<file path="src/rtl/irq_ctl_pkg.sv">
`timescale 1ns/1ps
package irq_ctl_pkg;
  localparam int NUM_SRC = 3;
  localparam int REG_W   = 8;
  // Source indices, shared by flag, enable and priority vectors.
  localparam int SRC_PORT = 0;
  localparam int SRC_EXT  = 1;
  localparam int SRC_TMR  = 2;

  // Packed MSB first: gate_hi is bit 7, flg[0] is bit 0.
  typedef struct packed {
    logic               gate_hi;
    logic               gate_lo;
    logic [NUM_SRC-1:0] en;
    logic [NUM_SRC-1:0] flg;
  } ctl_reg_t;
endpackage

</file>
<file path="src/rtl/irq_sync.sv">
`timescale 1ns/1ps
module irq_sync #(
  parameter int W      = 4,
  parameter int STAGES = 2
) (
  input  logic         clk,
  input  logic         rst_n,
  input  logic [W-1:0] d_i,
  output logic [W-1:0] q_o
);
  logic [W-1:0] stage_q [STAGES];

  always_ff @(posedge clk) begin
    if (!rst_n) begin
      for (int i = 0; i < STAGES; i++) stage_q[i] <= '0;
    end else begin
      stage_q[0] <= d_i;
      for (int i = 1; i < STAGES; i++) stage_q[i] <= stage_q[i-1];
    end
  end

  assign q_o = stage_q[STAGES-1];
endmodule

</file>
<file path="src/rtl/irq_flag_bank.sv">
`timescale 1ns/1ps
module irq_flag_bank
  import irq_ctl_pkg::*;
#(
  parameter int   PORT_W   = 4,
  parameter logic PCF_INIT = 1'b0
) (
  input  logic              clk,
  input  logic              rst_n,
  input  logic              tmr_ovf_i,
  input  logic              ext_edge_i,
  input  logic [PORT_W-1:0] pins_sync_i,
  input  logic              port_rd_i,
  input  logic              we_i,
  input  logic [REG_W-1:0]  wdata_i,
  output ctl_reg_t          reg_o
);
  localparam logic [REG_W-1:0] RST_VAL = {{(REG_W-1){1'b0}}, PCF_INIT};

  ctl_reg_t           reg_q, reg_d;
  logic [PORT_W-1:0]  pin_seen_q;
  logic [NUM_SRC-1:0] hw_set;

  always_comb begin
    hw_set           = '0;
    hw_set[SRC_TMR]  = tmr_ovf_i;
    hw_set[SRC_EXT]  = ext_edge_i;
    hw_set[SRC_PORT] = |(pins_sync_i ^ pin_seen_q);
  end

  // CPU write first, hardware set ORed on top so a racing event survives.
  always_comb begin
    reg_d = reg_q;
    if (we_i) reg_d = ctl_reg_t'(wdata_i);
    reg_d.flg = reg_d.flg | hw_set;
  end

  always_ff @(posedge clk) begin
    if (!rst_n) begin
      reg_q      <= ctl_reg_t'(RST_VAL);
      pin_seen_q <= '0;
    end else begin
      reg_q <= reg_d;
      if (port_rd_i) pin_seen_q <= pins_sync_i;
    end
  end

  assign reg_o = reg_q;
endmodule

</file>
<file path="src/rtl/irq_route.sv">
`timescale 1ns/1ps
module irq_route
  import irq_ctl_pkg::*;
(
  input  ctl_reg_t           reg_i,
  input  logic               prio_mode_i,
  input  logic [NUM_SRC-1:0] src_prio_i,
  output logic               irq_hi_o,
  output logic               irq_lo_o
);
  logic [NUM_SRC-1:0] pend, to_hi, to_lo;

  for (genvar s = 0; s < NUM_SRC; s++) begin : g_src
    assign pend[s]  = reg_i.flg[s] & reg_i.en[s];
    assign to_hi[s] = pend[s] & (!prio_mode_i | src_prio_i[s]);
    assign to_lo[s] = pend[s] & prio_mode_i & !src_prio_i[s];
  end

  assign irq_hi_o = reg_i.gate_hi & (|to_hi);
  assign irq_lo_o = reg_i.gate_lo & (|to_lo);
endmodule

</file>
<file path="src/rtl/irq_ctl_reg.sv">
`timescale 1ns/1ps
module irq_ctl_reg
  import irq_ctl_pkg::*;
#(
  parameter int   PORT_W      = 4,
  parameter int   SYNC_STAGES = 2,
  parameter logic PCF_INIT    = 1'b0
) (
  input  logic               clk,
  input  logic               rst_n,
  input  logic               prio_mode_i,
  input  logic [NUM_SRC-1:0] src_prio_i,
  input  logic               tmr_ovf_i,
  input  logic               ext_edge_i,
  input  logic [PORT_W-1:0]  port_pins_i,
  input  logic               port_rd_i,
  input  logic               reg_we_i,
  input  logic [REG_W-1:0]   reg_wdata_i,
  output logic [REG_W-1:0]   reg_rdata_o,
  output logic               irq_hi_o,
  output logic               irq_lo_o
);
  logic [PORT_W-1:0] pins_sync;
  ctl_reg_t          ctl;

  irq_sync #(.W(PORT_W), .STAGES(SYNC_STAGES)) u_sync (
    .clk   (clk),
    .rst_n (rst_n),
    .d_i   (port_pins_i),
    .q_o   (pins_sync)
  );

  irq_flag_bank #(.PORT_W(PORT_W), .PCF_INIT(PCF_INIT)) u_bank (
    .clk         (clk),
    .rst_n       (rst_n),
    .tmr_ovf_i   (tmr_ovf_i),
    .ext_edge_i  (ext_edge_i),
    .pins_sync_i (pins_sync),
    .port_rd_i   (port_rd_i),
    .we_i        (reg_we_i),
    .wdata_i     (reg_wdata_i),
    .reg_o       (ctl)
  );

  irq_route u_route (
    .reg_i       (ctl),
    .prio_mode_i (prio_mode_i),
    .src_prio_i  (src_prio_i),
    .irq_hi_o    (irq_hi_o),
    .irq_lo_o    (irq_lo_o)
  );

  assign reg_rdata_o = REG_W'(ctl);
endmodule

</file>
<file path="config.mk">
export PLATFORM = sky130hd
export DESIGN_NAME = irq_ctl_reg
export DESIGN_NICKNAME = d
export VERILOG_FILES = /design/src/rtl/irq_ctl_pkg.sv /design/src/rtl/irq_sync.sv /design/src/rtl/irq_flag_bank.sv /design/src/rtl/irq_route.sv /design/src/rtl/irq_ctl_reg.sv
export SDC_FILE = /design/constraint.sdc
export NUM_CORES = 1
export LEC_CHECK = 0
export ABC_AREA = 1
export BUFFER_PORTS_ARGS = -buffer_cell sky130_fd_sc_hd__buf_2
export CAP_MARGIN = 20
export CORE_ASPECT_RATIO = 0.9
export CORE_MARGIN = 2
export CORE_UTILIZATION = 30
export CTS_CLUSTER_SIZE = 30
export DETAILED_ROUTE_END_ITERATION = 10
export PLACE_DENSITY = 0.64
export SLEW_MARGIN = 0
export SYNTH_ARGS = -nofsm -noshare
export SYNTH_HDL_FRONTEND = slang
export SYNTH_HIERARCHICAL = 1
export SYNTH_SLANG_ARGS = --single-unit
</file>
<file path="constraint.sdc">
create_clock -name clk -period 1.15 [get_ports clk]
set_input_delay 0.23 -clock clk [delete_from_list [all_inputs] [get_ports clk]]
set_output_delay 0.23 -clock clk [all_outputs]
set_load 0.03 [all_outputs]
</file>
==> metrics.txt <==
synthesis warning total=6; # rows=18; Max Clock Skew=0.000863 ns; cells along the critical path=nand2_1, inv_2, nand2_1, nand3_1, nand2_1, inv_1, buf_6; largest cells by area after synthesis=dfxtp_1 46%, nand2_1 15%, inv_1 11%; Top cell by count, worst path=nand2_1; Tot Pwr=between 1 and 1.5 mW; Crit. Startpoint=u_bank/reg_o[0]; Yosys cell types=16; Final Hold Violating Endpoints=0; total core area=2750 um2; die area=3340 um2; Seq/Total Area, Yosys=about 46%; met1 Resource Use GR=11.9%; Synth Area per Inst=6.83 um2; largest net degree at the start of global routing=21; DIE HEIGHT=55 um; Crit-path slowest cell=dfxtp_2; Detailed Routing Iterations Pass 1=4; total CTS buffers=3; commonest non-fill, non-tap cell in the layout=nand2_1; diode count=0; hpwl dp=1.23 mm; Worst EP required=0.92 ns; Synthesized Nets=149; MaxCap Viol Count=0; M2 GR Usage=21.5%; Slew HR=a little under 80%; final setup margin=-0.198 ns; WL/cell=8.84 um; layout cells sized above 1=about a third; Clock H-tree levels=1; CP arrival=1.12 ns; startpoint types=flip-flop; Most Crowded Layer GR=met2; HP Class=primary input to flip-flop; fmax=742 MHz; gpl congestion=about 0.72; Post-Syn Instances=127; area delta synth->final=31.7%; crit path time final=1.35 ns; Placement Setup Slack=approximately 0.042 ns; hold_ws=0.109 ns; status=finished, violations left; Clock Tree Root=clkbuf_4; FF+latch count, synth=20; drt drc=0; 1st-iter DRT viols=41; Top Ports=32; Clock Path Buffers=2; via count=810; Global Route Usage Sum=11.3%; CP Class=flip-flop to primary output; Clock Sinks=20; failing checks=setup timing; commonest cells after routing, fill and taps aside=32 x nand2_1, 25 x buf_2, 23 x inv_1; total wire length=1.75 mm; initial core utilization=31.6%; Final Slew Violations=0; first-pass GRT wire length=2.82 mm; critical path capture point type=primary output; worst skew pair latency=0.29 ns; Routed Antenna Nets=0; non-filler cells, final=a little under 200; CP max FO=2; slew of the pin with the lowest slew margin=approximately 0.32 ns; vias in the first global route=726; Pleak=0.650 nW; met3 usage=approximately 4.4%; final setup vio count=2; Worst path max stage delay=0.35 ns; hold buffers post-CTS=0; Port Buffer Count=31; CTS tree=built; post-synth top area cell=dfxtp_1; post-synth top area share=a little under half; Final Cell Area=1140 um2; CTS clk-pin slew, worst paths=0.11 ns; min-delay src=port_pins_i[0]; initial antenna violation count=0; cell area after placement=1030 um2; nets@finish=181; Power Dens Cells=1240 nW/um2; FF-to-FF Start=u_bank/reg_o[0]; Die X=60.7 um; Max VDD drop=736 uV; fill cell count=roughly 290; mean number of vias per cell=4.09; RSZ-0062 raised after global routing=yes; placed instance count=191; fin crit share=117%; total congestion overflow=0; Post-Syn Area=about 870 um2
worst max-delay path, delay by kind of cell, from the launching register on:
kind | cells | cell delay [ns]
DFF | 1 | 0.35
buffers and inverters | 3 | 0.26
and+or+nand+nor | 4 | 0.23
cells in the mapped netlist:
cell type   n
inv_1      26
inv_4       1
buf_4       4
inv_2       1
buf_6       1
nor2_1     14
nand2_1    35
buf_2       2
dfxtp_1    20
a21boi_1    1
xnor2_1     1
nand4_1     1
o21ai_0    11
nand3_1     3
nand2_2     1
a21oi_1     5
final timing paths:
path / slack (ns) / depth (start not counted) / end
min: 0.11 / 3 / u_sync/stage_q[0][0]
max: -0.20 / 7 / irq_hi_o
max reg2reg: 0.26 / 7 / u_bank/reg_o[0]
min reg2reg: 0.42 / 2 / u_sync/stage_q[0][6]
final cells by class:
class	instances	area [um2]	share of cell area, %
inverter	28	108	9.42
multi-input combinational	72	320	28.0
sequential	20	409	35.8
timing repair buffer	34	219	19.2
tap	40	50.0	4.38
clock buffer	4	36.3	3.18
what timing repair did:
item / 4_1_cts / 5_1_grt
pin swaps: 4 / 3
resized for setup: 10 / 11
buffers inserted: 3 / 0
setup endpoints to repair: 2 / 6
gates cloned: 0 / 0
through the flow:
| stage | utilization, % | TNS, ns |
|---|---|---|
| finish | 41.6 | -0.396 |
| detailed placement | 37.4 | 0 |
| global route | 41.6 | -0.570 |
| floorplan | - | 0 |
| CTS | 40.7 | -0.396 |
| global placement | 37.4 | 0 |
metal layers:
metal | wire (um) | up-vias
met2 | 813 | 31
met5 | 0 | -
met3 | 157 | 0
li1 | - | 432
met1 | 780 | 347
met4 | 0 | 0
power by group:
| part | internal, mW | leakage, nW | switching, mW |
|---|---|---|---|
| clock network | 0.193 | 0.0210 | 0.203 |
| logic | 0.109 | 0.461 | 0.144 |
| registers | 0.739 | 0.168 | 0.0253 |
| total | 1.04 | 0.650 | 0.373 |
cell families after synthesis:
logic type	share of synthesized area (%)
buffers and inverters	18.3
AOI/OAI and AO/OA	10.1
xor gates and xnor gates	1.01
and+or+nand+nor	24.4
DFF	46.2
registers in the layout, indices dropped and copies added (netlist names):
signal             flops
u_bank/reg_o           8
u_sync/stage_q         8
u_bank/pin_seen_q      4
No activity file was read; power rests on OpenSTA's default activity.
